==> src/rtl/exc_vec_pkg.sv <==
package exc_vec_pkg;
    localparam int EXC_INT    = 0;
    localparam int EXC_TLBL   = 2;
    localparam int EXC_TLBS   = 3;
    localparam int EXC_MCHECK = 24;
    localparam int EXC_CACHE  = 30;

    localparam int OFF_W = 30;
    localparam logic [OFF_W-1:0] OFF_REFILL    = 30'h000;
    localparam logic [OFF_W-1:0] OFF_XREFILL   = 30'h080;
    localparam logic [OFF_W-1:0] OFF_CERR_BOOT = 30'h100;
    localparam logic [OFF_W-1:0] OFF_GENERAL   = 30'h180;
    localparam logic [OFF_W-1:0] OFF_IRQ       = 30'h200;
    localparam logic [OFF_W-1:0] OFF_CERR_ABS  = 30'h2000_0100;

    localparam logic [31:0] BASE_NORM_LO = 32'h8000_0000;
    localparam logic [31:0] BASE_BOOT_LO = 32'hBFC0_0200;
    localparam logic [31:0] RESET_LO     = 32'hBFC0_0000;
endpackage

==> src/rtl/exc_prio_sel.sv <==
module exc_prio_sel
    import exc_vec_pkg::*;
#(
    parameter int NCODES = 32,
    parameter int CODE_W = $clog2(NCODES)
) (
    input  logic [NCODES-1:0] pend_i,
    output logic              any_o,
    output logic [CODE_W-1:0] code_o
);
    always_comb begin
        any_o  = |pend_i;
        code_o = '0;
        for (int k = NCODES - 1; k >= 0; k--) begin
            if (pend_i[k]) code_o = CODE_W'(k);
        end
        if (pend_i[EXC_MCHECK]) code_o = CODE_W'(EXC_MCHECK);
    end

    always_comb begin
        if (any_o) begin
            AST_GRANT_PENDING: assert (pend_i[code_o]);
        end
    end
endmodule

==> src/rtl/exc_vec_calc.sv <==
module exc_vec_calc
    import exc_vec_pkg::*;
#(
    parameter int XLEN        = 64,
    parameter int CODE_W      = 5,
    parameter bit EXT_REGIONS = 1'b1
) (
    input  logic [CODE_W-1:0] code_i,
    input  logic              refill_i,
    input  logic              exl_i,
    input  logic              iv_i,
    input  logic              bev_i,
    input  logic [1:0]        seg_i,
    input  logic              ux_i,
    input  logic              sx_i,
    input  logic              kx_i,
    output logic [XLEN-1:0]   new_pc_o
);
    localparam logic [XLEN-1:0] BASE_NORM = {{(XLEN-32){1'b1}}, BASE_NORM_LO};
    localparam logic [XLEN-1:0] BASE_BOOT = {{(XLEN-32){1'b1}}, BASE_BOOT_LO};

    logic             ext_seg;
    logic             is_tlb_miss;
    logic [OFF_W-1:0] offset;

    generate
        if (EXT_REGIONS) begin : g_ext
            always_comb begin
                case (seg_i)
                    2'd0:    ext_seg = ux_i;
                    2'd1:    ext_seg = sx_i;
                    2'd3:    ext_seg = kx_i;
                    default: ext_seg = 1'b0;
                endcase
            end
        end else begin : g_noext
            assign ext_seg = 1'b0;
        end
    endgenerate

    assign is_tlb_miss = (code_i == CODE_W'(EXC_TLBL)) || (code_i == CODE_W'(EXC_TLBS));

    always_comb begin
        offset = OFF_GENERAL;
        if (code_i == CODE_W'(EXC_INT)) begin
            offset = iv_i ? OFF_IRQ : OFF_GENERAL;
        end else if (is_tlb_miss && refill_i && !exl_i) begin
            offset = ext_seg ? OFF_XREFILL : OFF_REFILL;
        end else if (code_i == CODE_W'(EXC_CACHE)) begin
            offset = bev_i ? OFF_CERR_BOOT : OFF_CERR_ABS;
        end
        new_pc_o = (bev_i ? BASE_BOOT : BASE_NORM) + XLEN'(offset);
    end

    always_comb begin
        AST_VEC_ALIGNED: assert (new_pc_o[6:0] == 7'd0);
    end
endmodule

==> src/rtl/exc_vector_unit.sv <==
module exc_vector_unit
    import exc_vec_pkg::*;
#(
    parameter int XLEN        = 64,
    parameter int NCODES      = 32,
    parameter int CODE_W      = $clog2(NCODES),
    parameter bit EXT_REGIONS = 1'b1
) (
    input  logic              clk,
    input  logic              rst_n,
    input  logic              rst_req_i,
    input  logic [NCODES-1:0] pend_i,
    input  logic [XLEN-1:0]   fault_pc_i,
    input  logic              in_delay_slot_i,
    input  logic              tlb_refill_i,
    input  logic [1:0]        bad_seg_i,
    input  logic              bev_i,
    input  logic              iv_i,
    input  logic              ux_i,
    input  logic              sx_i,
    input  logic              kx_i,
    output logic              taken_o,
    output logic [XLEN-1:0]   new_pc_o,
    output logic [XLEN-1:0]   epc_o,
    output logic [31:0]       cause_o,
    output logic              exl_o
);
    localparam logic [XLEN-1:0] RESET_PC  = {{(XLEN-32){1'b1}}, RESET_LO};
    localparam logic [XLEN-1:0] INSN_SIZE = XLEN'(4);
    localparam int              BD_BIT    = 31;
    localparam int              CODE_LSB  = 2;

    typedef struct packed {
        logic [XLEN-1:0]   pc;
        logic [XLEN-1:0]   epc;
        logic [CODE_W-1:0] code;
        logic              bd;
        logic              exl;
        logic              taken;
    } state_t;

    state_t            st_d, st_q;
    logic              any_pend;
    logic [CODE_W-1:0] win_code;
    logic [XLEN-1:0]   vec_pc;

    exc_prio_sel #(
        .NCODES (NCODES),
        .CODE_W (CODE_W)
    ) u_prio (
        .pend_i (pend_i),
        .any_o  (any_pend),
        .code_o (win_code)
    );

    exc_vec_calc #(
        .XLEN        (XLEN),
        .CODE_W      (CODE_W),
        .EXT_REGIONS (EXT_REGIONS)
    ) u_vec (
        .code_i   (win_code),
        .refill_i (tlb_refill_i),
        .exl_i    (st_q.exl),
        .iv_i     (iv_i),
        .bev_i    (bev_i),
        .seg_i    (bad_seg_i),
        .ux_i     (ux_i),
        .sx_i     (sx_i),
        .kx_i     (kx_i),
        .new_pc_o (vec_pc)
    );

    always_comb begin
        st_d       = st_q;
        st_d.taken = 1'b0;
        if (rst_req_i) begin
            st_d.pc    = RESET_PC;
            st_d.bd    = 1'b0;
            st_d.exl   = 1'b0;
            st_d.taken = 1'b1;
        end else if (any_pend) begin
            st_d.pc    = vec_pc;
            st_d.code  = win_code;
            st_d.exl   = 1'b1;
            st_d.taken = 1'b1;
            if (!st_q.exl) begin
                st_d.bd  = in_delay_slot_i;
                st_d.epc = in_delay_slot_i ? (fault_pc_i - INSN_SIZE) : fault_pc_i;
            end
        end
    end

    always_ff @(posedge clk or negedge rst_n) begin
        if (!rst_n) begin
            st_q.pc    <= RESET_PC;
            st_q.epc   <= '0;
            st_q.code  <= '0;
            st_q.bd    <= 1'b0;
            st_q.exl   <= 1'b0;
            st_q.taken <= 1'b0;
        end else begin
            st_q <= st_d;
        end
    end

    always_comb begin
        cause_o                     = '0;
        cause_o[BD_BIT]             = st_q.bd;
        cause_o[CODE_LSB +: CODE_W] = st_q.code;
    end

    assign taken_o  = st_q.taken;
    assign new_pc_o = st_q.pc;
    assign epc_o    = st_q.epc;
    assign exl_o    = st_q.exl;

    AST_RESET_VECTOR: assert property (@(posedge clk) disable iff (!rst_n)
        rst_req_i |=> (new_pc_o == RESET_PC) && !cause_o[BD_BIT] && !exl_o && taken_o);
    AST_RESET_KEEPS_EPC: assert property (@(posedge clk) disable iff (!rst_n)
        rst_req_i |=> $stable(epc_o));
    AST_MCHECK_FIRST: assert property (@(posedge clk) disable iff (!rst_n)
        (!rst_req_i && pend_i[EXC_MCHECK]) |=> (cause_o[CODE_LSB +: CODE_W] == CODE_W'(EXC_MCHECK)));
    AST_EXC_RAISES_EXL: assert property (@(posedge clk) disable iff (!rst_n)
        (!rst_req_i && (pend_i != '0)) |=> (exl_o && taken_o));
    AST_NESTED_KEEPS_EPC: assert property (@(posedge clk) disable iff (!rst_n)
        (!rst_req_i && (pend_i != '0) && exl_o) |=> ($stable(epc_o) && $stable(cause_o[BD_BIT])));
    AST_IDLE_HOLDS: assert property (@(posedge clk) disable iff (!rst_n)
        (!rst_req_i && (pend_i == '0)) |=> (!taken_o && $stable(new_pc_o) && $stable(epc_o) && $stable(cause_o) && $stable(exl_o)));
endmodule

==> config.mk <==
export PLATFORM = sky130hd
export DESIGN_NAME = exc_vector_unit
export DESIGN_NICKNAME = d
export VERILOG_FILES = /design/src/rtl/exc_vec_pkg.sv /design/src/rtl/exc_prio_sel.sv /design/src/rtl/exc_vec_calc.sv /design/src/rtl/exc_vector_unit.sv
export SDC_FILE = /design/constraint.sdc
export NUM_CORES = 1
export LEC_CHECK = 0
export ABC_CLOCK_PERIOD_IN_PS = 1700
export BUFFER_PORTS_ARGS = -buffer_cell sky130_fd_sc_hd__clkbuf_2
export CAP_MARGIN = 0
export CORE_UTILIZATION = 38
export DETAILED_ROUTE_END_ITERATION = 16
export PLACE_DENSITY_LB_ADDON = 0.2
export SYNTH_ARGS = -nofsm -noshare
export SYNTH_HDL_FRONTEND = slang
export SYNTH_SLANG_ARGS = --single-unit
==> constraint.sdc <==
create_clock -name clk -period 1.7 [get_ports clk]
set_input_delay 0.17 -clock clk [delete_from_list [all_inputs] [get_ports clk]]
set_output_delay 0.17 -clock clk [all_outputs]
set_load 0.01 [all_outputs]
==> results of run 1 <==
==> layout make-up <==
type,count,area (um^2),share of cell area
multi-input combinational,451,3570,0.404
timing repair buffer,399,2700,0.306
sequential,80,2010,0.227
clock buffer,14,264,0.0299
tap,176,220,0.0249
inverter,11,41.3,0.00467
clock inverter,2,37.5,0.00425
==> layer usage <==
layer,global-route usage,part of all wire,vias to the layer above
met5,0,0,-
met4,0.0862,0.029,0
met3,0.0402,0.050,39
met2,0.444,0.55,199
met1,0.255,0.37,2584
li1,-,-,2640
==> power groups by stage <==
stage	sequential, W	combinational, W	clock (W)
global route	0.00237	0.00180	0.00209
CTS	0.00231	0.00158	0.00203
detailed placement	0.00230	0.00141	0
global placement	0.00228	0.00138	0
floorplan	0.00238	0.000624	0
finish	0.00235	0.00166	0.00198
==> registers in the layout, indices dropped and copies added, names as in the netlist <==
register	cells
new_pc_o	8
exl_o	1
taken_o	1
epc_o	64
cause_o	6
==> what timing repair did <==
| item | in CTS | in global routing |
|---|---|---|
| gates resized for setup | 105 | 102 |
| setup endpoints to repair | 79 | 80 |
| setup buffers | 16 | 7 |
| pin swaps | 26 | 35 |
| cloned | 10 | 0 |
| hold endpoints to repair | 77 | 0 |
| hold buffers | 1 | 0 |
==> kinds of logic after synthesis <==
logic type,count (synthesis),synth area share
mux,7,0.0141
xor+xnor,59,0.0990
fa+ha+maj,3,0.00719
compound gates,101,0.110
buf+inv,113,0.145
flops,80,0.384
other cells,1,0.000719
simple gates,233,0.240
==> per-stage QoR <==
step	total power (W)	util	instance area (um^2)	instances
finish	0.00598	0.665	8840	1133
CTS	0.00592	0.633	8420	1131
global route	0.00626	0.665	8840	1133
detailed placement	0.00371	0.561	7460	1089
global placement	0.00366	0.561	7460	1089
floorplan	0.00300	-	5760	640
==> worst paths after layout <==
check	slack (ps)	end	startpoint
min in group asynchronous	340	epc_o[15]$_DFFE_PN0P_	rst_n
hold reg to reg	510	cause_o[4]$_DFFE_PN0P_	cause_o[4]$_DFFE_PN0P_
setup / recovery	-660	epc_o[59]$_DFFE_PN0P_	fault_pc_i[22]
hold / removal	70	epc_o[1]$_DFFE_PN0P_	fault_pc_i[1]
setup reg to reg	110	epc_o[47]$_DFFE_PN0P_	exl_o$_DFFE_PN0P_
max in group asynchronous	1080	epc_o[44]$_DFFE_PN0P_	rst_n
==> cell usage in the layout (no fill, tap or decap), drive strengths merged, types with 4 or more instances in the layout <==
cell / instances
a21oi: 71
or4: 13
xor2: 20
or3: 7
nand2b: 6
nor2: 111
nor2b: 6
buf: 176
nand2: 26
conb: 44
o21ai: 8
or2: 4
dfrtp: 77
nor3: 17
clkbuf: 236
xnor2: 39
nand3: 4
nor4: 27
a31oi: 4
inv: 11
mux2i: 4
==> cell usage after synthesis (9+ instances only) <==
cell type  number  area (um^2)
dfrtp_1        77         1930
nor2_1        107          402
xnor2_1        39          342
nor4_1         21          131
or4_1           9         67.6
buf_2           9         45.0
nand2_1        26         97.6
inv_1          11         41.3
nor3_1         16         80.1
buf_4          82          616
clkbuf_1        9         33.8
xor2_1         20          175
a21oi_1        71          355
==> reports/results.ini, run 1 <==
[timing]
fin_skew_ps = 3.95
fin_crit_sh = 1.39
rsz0062_at_grt = yes
finalSetupViolCount = 79
setup_tns_ps = -30850
whs_ps = 74.5
fmax_mhz = 423
period_needed_ps = 2360
hold_viol = 0
timing.final.ws_setup_ps = -665
final_max_slew_viol_count = 0
tightestPinTransition_ps = 545
relSlewSlack = 0.636

[power_and_ir_drop]
intPower_w = 0.00417
power_frac_clock = 0.330
p_leak_nw = 3.90
power_frac_seq = 0.392
combPwrFrac = 0.278
power_switching_share = 0.304
pwr_density_cell_nw_per_um2 = 677
vdd.ir_drop.worst_v = 0.000428
p_switching_w = 0.00182

[finish]
drive_above_1_share = 0.628
fillers = 1113
area_growth_pct = 69.3
nets = 1063
num_antenna_cells = 0

[floorplan]
pin_count = 270
die_area_um2 = 14200
coreArea_um2 = 13300
start_util = 0.393
die_w_um = 119
fp-row-count = 42
die_height_um = 119

[critical_path]
worstSetupPathType = in -> reg
path_cells = buf_6, or4_4, nor4b_4, buf_4, nand3_2, or4_4, buf_8, nor4_4, xnor2_1, a21oi_1
startpoint_type = primary input
crit_family = simple AND/OR/NAND/NOR gates
arrival_ps = 2580
crit_top_cell = or4_4
worst-path-stages = 10
required_ps = 1920
cp-end-kind = register
rr_worst_depth = 4
slowest_stage = or4_4
slowest_delay_ps = 550
cp_max_fo = 8
path_buf_inv = 3

[outcome]
status = finished with violations
violations = setup timing

[global_routing]
grt_pass1_wl_mm = 26.0
grt_pass1_vias = 5403
grt-ovfl-total = 0
grt_max_degree = 51
antenna_found_initial = 0
grt_usage = 0.233

[clock_network]
root_buffer = clkbuf_16
clkTransAtPathRegs_ps = 60
clock_path_buffers = 2
cts.sinks = 80
htreeDepth = 3
clock_latency_ps = 340
cts_made_buffers = 9
cts_tree = done

[synthesis]
synth-seq-area-share = 0.384
synth-seq-cells = 80
synthArstFlopShare = 1.00
synthFlopType = dfrtp_1
synth_warnings = 0
netlist_instances = 597
synth.cell_area_um2 = 5220
synth-edff-count = 0
synth.distinct_cells = 57
syn_avg_cell_area_um2 = 8.74

[drt]
wl_mm = 16.6
vias = 5462
drtIter0Drc = 179
drc = 0
wl_per_cell_um = 14.7
routed_via_density = 4.82
dr.pass1.iters = 4
ant_nets = 0

[placement]
place_worst_setup_slack_ps = -998
io_buffers = 225
hpwl_mm = 11.7
place_congestion = 0.874

[flow_run]
maxCapViolCount = 0

[hold_path]
hp-class = in -> reg
hold_path_depth = 2

(Power assumes the default switching activity.)
==> run 2, diff against run 1 <==
SETUP_SLACK_MARGIN = 0.4   (was unset)
==> run 2 against run 1 <==
- the flow still finishes with violations (setup timing)
- die area unchanged
- combinational power about the same
- largest cell class unchanged
- non-clock buffer count is 7 higher
- cell area grew 3.8%
- core utilization grew 2.5 points
- wire length up 6.1%
- sequential share of layout area is 0.77 points lower
- highest routed layer unchanged
- worst setup slack better by 65 ps
- global-route usage decreased by 0.70 points
==> reports/results.ini, run 2 (synthesis gave the netlist of run 1 again) <==
[power_and_ir_drop]
pwr_density_cell_nw_per_um2 = 677
vdd.ir_drop.worst_v = 0.000433
p_leak_nw = 4.05
power.total_w = 0.00621

[timing]
final_max_slew_viol_count = 0
fin_skew_ps = 4.35
fmax_mhz = 435
hold_viol = 0
period_needed_ps = 2300
setup_tns_ps = -39480
timing.final.ws_setup_ps = -600
rsz0062_at_grt = yes
fin_crit_sh = 1.35
finalSetupViolCount = 79

[clock_network]
htreeDepth = 3
cts_tree = done
clkTransAtPathRegs_ps = 60
clock_latency_ps = 340
cts.sinks = 80
root_buffer = clkbuf_16
cts_made_buffers = 9
clock_path_buffers = 2

[placement]
place_congestion = 0.880
place_worst_setup_slack_ps = -980
io_buffers = 225
hpwl_mm = 11.8

[floorplan]
coreArea_um2 = 13300
start_util = 0.393
die_area_um2 = 14200
fp-row-count = 42
pin_count = 270
die_w_um = 119
die_height_um = 119

[finish]
drive_above_1_share = 0.602
layout_commonest_cell = clkbuf_2
area_growth_pct = 75.7
largest_reg_flops = 64
layout_common_cells = clkbuf_2, buf_4, dfrtp_1, a21oi_2, nor2_1
nets = 1069

[global_routing]
grt_usage = 0.226
grt-ovfl-total = 0
grt_pass1_wl_mm = 25.4
grt_pass1_vias = 5188
antenna_found_initial = 1
grt_max_degree = 30

[drt]
drtIter0Drc = 234
drc = 0
wl_mm = 17.6
ant_nets = 0
routed_via_density = 4.88
vias = 5563
wl_per_cell_um = 15.5
dr.pass1.iters = 4

[critical_path]
cp-end-kind = register
arrival_ps = 2560
startpoint_type = primary input
cp_max_fo = 2
worstSetupPathType = in -> reg
required_ps = 1960

[hold_path]
hp-class = in -> reg

[outcome]
violations = setup timing
status = finished with violations

[flow_run]
maxCapViolCount = 0

run 2: cell types whose count changed in the layout (fill, tap and decap cells not counted), moves of 5 or more:
cell      previous run  this run
clkbuf_2           221       190
buf_6               26        46
buf_12               5        14
nor2_1              47        54
nor3_2               8         3
run 2: cell type report:
type / instances / area (um^2)
tap: 176 / 220
clock inverter: 2 / 60.1
timing repair buffer: 406 / 3150
multi-input combinational: 450 / 3410
sequential: 80 / 2010
fill: 1030 / 4130
clock buffer: 14 / 274
antenna: 1 / 2.50
inverter: 11 / 41.3
run 2: critical path, stage by stage:
cell and delay (ps):
clkbuf_2 90, or4_4 540, or4b_4 500, or4b_4 520, nor3_4 120, ha_1 250
nor2b_1 150, a211o_1 230
run 2: worst paths after layout:
path	startpoint	depth (start not counted)	slack, ps	endpoint
worst min register to register	cause_o[3]$_DFFE_PN0P_	2	480	cause_o[3]$_DFFE_PN0P_
max in group asynchronous	rst_n	3	810	new_pc_o[28]$_DFFE_PN1P_
worst max-delay path	pend_i[7]	8	-600	new_pc_o[29]$_DFFE_PN1P_
min in group asynchronous	rst_n	2	320	epc_o[14]$_DFFE_PN0P_
worst max register to register	exl_o$_DFFE_PN0P_	5	180	new_pc_o[7]$_DFFE_PN0P_
worst min-delay path	fault_pc_i[1]	2	70	epc_o[1]$_DFFE_PN0P_
run 2: metrics by stage:
step                      instances  hold WS (ps)  utilization  area, um^2
after global placement         1081           136        0.559        7430
after floorplan                 640          -126            -        5760
after CTS                      1120          55.7        0.623        8290
after global routing           1139          62.4        0.690        9170
after detailed placement       1081           146        0.559        7430
final                          1140          65.3        0.690        9170
run 2: report_power, final:
group / internal, W / switching [W]
Clock: 0.00141 / 0.000770
Combinational: 0.000838 / 0.000852
Sequential: 0.00212 / 0.000213
run 2: what timing repair did:
action / in CTS / in global routing
cloned: 11 / 5
hold buffers: 1 / 0
hold endpoints to repair: 27 / 0
setup buffers: 11 / 14
pin swaps: 18 / 13
setup endpoints to repair: 113 / 113
gates resized for setup: 49 / 171
run 2: per-layer routing:
metal,track usage,up-vias,wire length [um]
met3,0.0436,26,1010
met4,0.0823,0,356
met5,0,-,0
met1,0.262,2670,6840
met2,0.410,204,9410
li1,-,2663,-
==> run 3, diff against run 2 <==
ABC_CLOCK_PERIOD_IN_PS = 2000   (was 1700)
clock period = 2 ns   (was 1.7 ns; I/O delays follow)
==> run 3 against run 2 <==
- sequential power is 15% lower
- critical path depth is the same
- sequential cell count stayed put
- cell area up 0.44%
- the run still ends with setup timing left
- non-clock buffer count grew 4
- worst setup slack better by 280 ps
- via count down 0.27%
==> reports/results.ini, run 3 (synthesis gave the netlist of run 1 again) <==
[outcome]
status = finished with violations
violations = setup timing

[clock_network]
clock_path_buffers = 2
htreeDepth = 3
clock_latency_ps = 350
cts_made_buffers = 9
clkTransAtPathRegs_ps = 60
cts_tree = done
cts.sinks = 80
root_buffer = clkbuf_16

[drt]
drc = 0
routed_via_density = 4.85
ant_nets = 0
vias = 5548
dr.pass1.iters = 6
drtIter0Drc = 256
wl_mm = 17.4
wl_per_cell_um = 15.2

[placement]
dpl.cell_count = 1078
io_buffers = 225
hpwl_mm = 12.0
place_congestion = 0.880

[floorplan]
start_util = 0.393
pin_count = 270
die_height_um = 119
die_area_um2 = 14200
fp-row-count = 42
die_w_um = 119
coreArea_um2 = 13300

[timing]
timing.final.ws_setup_ps = -315
period_needed_ps = 2320
hold_viol = 0
rsz0062_at_grt = yes
final_max_slew_viol_count = 0
fmax_mhz = 432
fin_skew_ps = 6.76
whs_ps = 81.6
finalSetupViolCount = 70
fin_crit_sh = 1.16

[critical_path]
cp_max_fo = 4
startpoint_type = primary input
timing.rr.end = epc_o[16]$_DFFE_PN0P_
slowest_delay_ps = 550
cp-end-kind = register
arrival_ps = 2580
crit_top_cell = or4_4
reg2reg_from = exl_o$_DFFE_PN0P_
rr_worst_depth = 4
r2r_slack_ps = 560
path_cells = buf_6, or4_4, nor4b_4, nand3_2, or4_4, or4_4, xor2_2, a21oi_1
worstSetupPathType = in -> reg
slowest_stage = or4_4
required_ps = 2270

[hold_path]
hp-class = in -> reg
hp-start = fault_pc_i[1]
worst_hold_path.endpoint = epc_o[1]$_DFFE_PN0P_
hold_path_depth = 2

[global_routing]
grt-ovfl-total = 0
antenna_found_initial = 0
grt_pass1_vias = 5575
grt_pass1_wl_mm = 27.2
grt_usage = 0.246
grt_max_degree = 35

[finish]
drive_above_1_share = 0.630
largest_reg_flops = 64
nets = 1074
num_antenna_cells = 0
layout_commonest_cell = clkbuf_2
layout_common_cells = clkbuf_2, buf_4, dfrtp_1, a21oi_2, nor2_4
area_growth_pct = 76.5
fillers = 1018
fin_cells = 1144

[power_and_ir_drop]
p_switching_w = 0.00158
pwr_density_cell_nw_per_um2 = 561
p_leak_nw = 4.06
power_switching_share = 0.306
power.total_w = 0.00517
combPwrFrac = 0.286
intPower_w = 0.00359
vdd.ir_drop.worst_v = 0.000406
power_frac_seq = 0.384
power_frac_clock = 0.330

[flow_run]
maxCapViolCount = 0

## run 3: cell count changes in the layout (fill, tap and decap cells not counted), sizes merged
| cell | previous run | this run |
|---|---|---|
| bufinv | 2 | 1 |
| clkinvlp | 0 | 3 |
| diode | 1 | 0 |
| nor2 | 110 | 111 |
| buf | 210 | 187 |
| clkbuf | 209 | 234 |
## run 3: worst max-delay path by stage
stage / from / endpoint / slack [ps] / depth (start not counted)
2_1_floorplan: pend_i[7] / new_pc_o[29]$_DFFE_PN1P_ / -590 / 7
3_3_place_gp: pend_i[7] / new_pc_o[29]$_DFFE_PN1P_ / -660 / 8
3_5_place_dp: fault_pc_i[22] / epc_o[59]$_DFFE_PN0P_ / -700 / 9
4_1_cts: fault_pc_i[17] / epc_o[52]$_DFFE_PN0P_ / -270 / 8
5_1_grt: fault_pc_i[22] / epc_o[63]$_DFFE_PN0P_ / -360 / 9
6_report: fault_pc_i[22] / epc_o[52]$_DFFE_PN0P_ / -320 / 8
## run 3: timing repair
item                       4_1_cts  5_1_grt
cloned                          14        1
pin swaps                       53       29
setup endpoints to repair      112       80
hold endpoints to repair        27        0
hold buffers                     1        0
buffers inserted                26        8
resized for setup              167       50
## run 3: area by class of cell
class | count | area (um^2) | share of cell area
multi-input cells | 451 | 3610 | 0.392
repair buffers | 410 | 3020 | 0.328
flip-flops and latches | 80 | 2010 | 0.218
inverters | 11 | 41.3 | 0.00448
clock inverters | 4 | 52.6 | 0.00571
well taps | 176 | 220 | 0.0239
clock buffers | 12 | 256 | 0.0278
## run 3: power by group through the flow
stage                     sequential [W]  combinational, W  clock (W)
after CTS                        0.00197           0.00142    0.00175
after floorplan                  0.00202          0.000531          0
after global placement           0.00194           0.00117          0
after global routing             0.00201           0.00160    0.00182
after detailed placement         0.00195           0.00120          0
final                            0.00198           0.00148    0.00171
## run 3: per-layer routing
metal / vias to the layer above / global-route usage / wire length [um] / share of wire
li1: 2685 / - / - / -
met1: 2607 / 0.268 / 6550 / 0.38
met2: 215 / 0.444 / 9240 / 0.53
met3: 41 / 0.0694 / 1100 / 0.063
met4: 0 / 0.0997 / 475 / 0.027
met5: - / 0 / 0 / 0
## run 3: stage by stage
| stage | TNS (ps) | cell area (um^2) | setup slack [ps] | util |
|---|---|---|---|---|
| floorplan | -32650 | 5760 | -585 | - |
| global placement | -42990 | 7400 | -665 | 0.556 |
| detailed placement | -44910 | 7400 | -701 | 0.556 |
| CTS | -9090 | 8860 | -275 | 0.666 |
| global route | -16230 | 9210 | -362 | 0.693 |
| finish | -11130 | 9210 | -315 | 0.693 |
## run 3: critical path: cells and delay by family
| family | cells | cell delay (ps) |
|---|---|---|
| AOI/OAI and AO/OA | 1 | 140 |
| and+or+nand+nor | 5 | 2000 |
| xor gates and xnor gates | 1 | 150 |
| buffers and inverters | 1 | 100 |
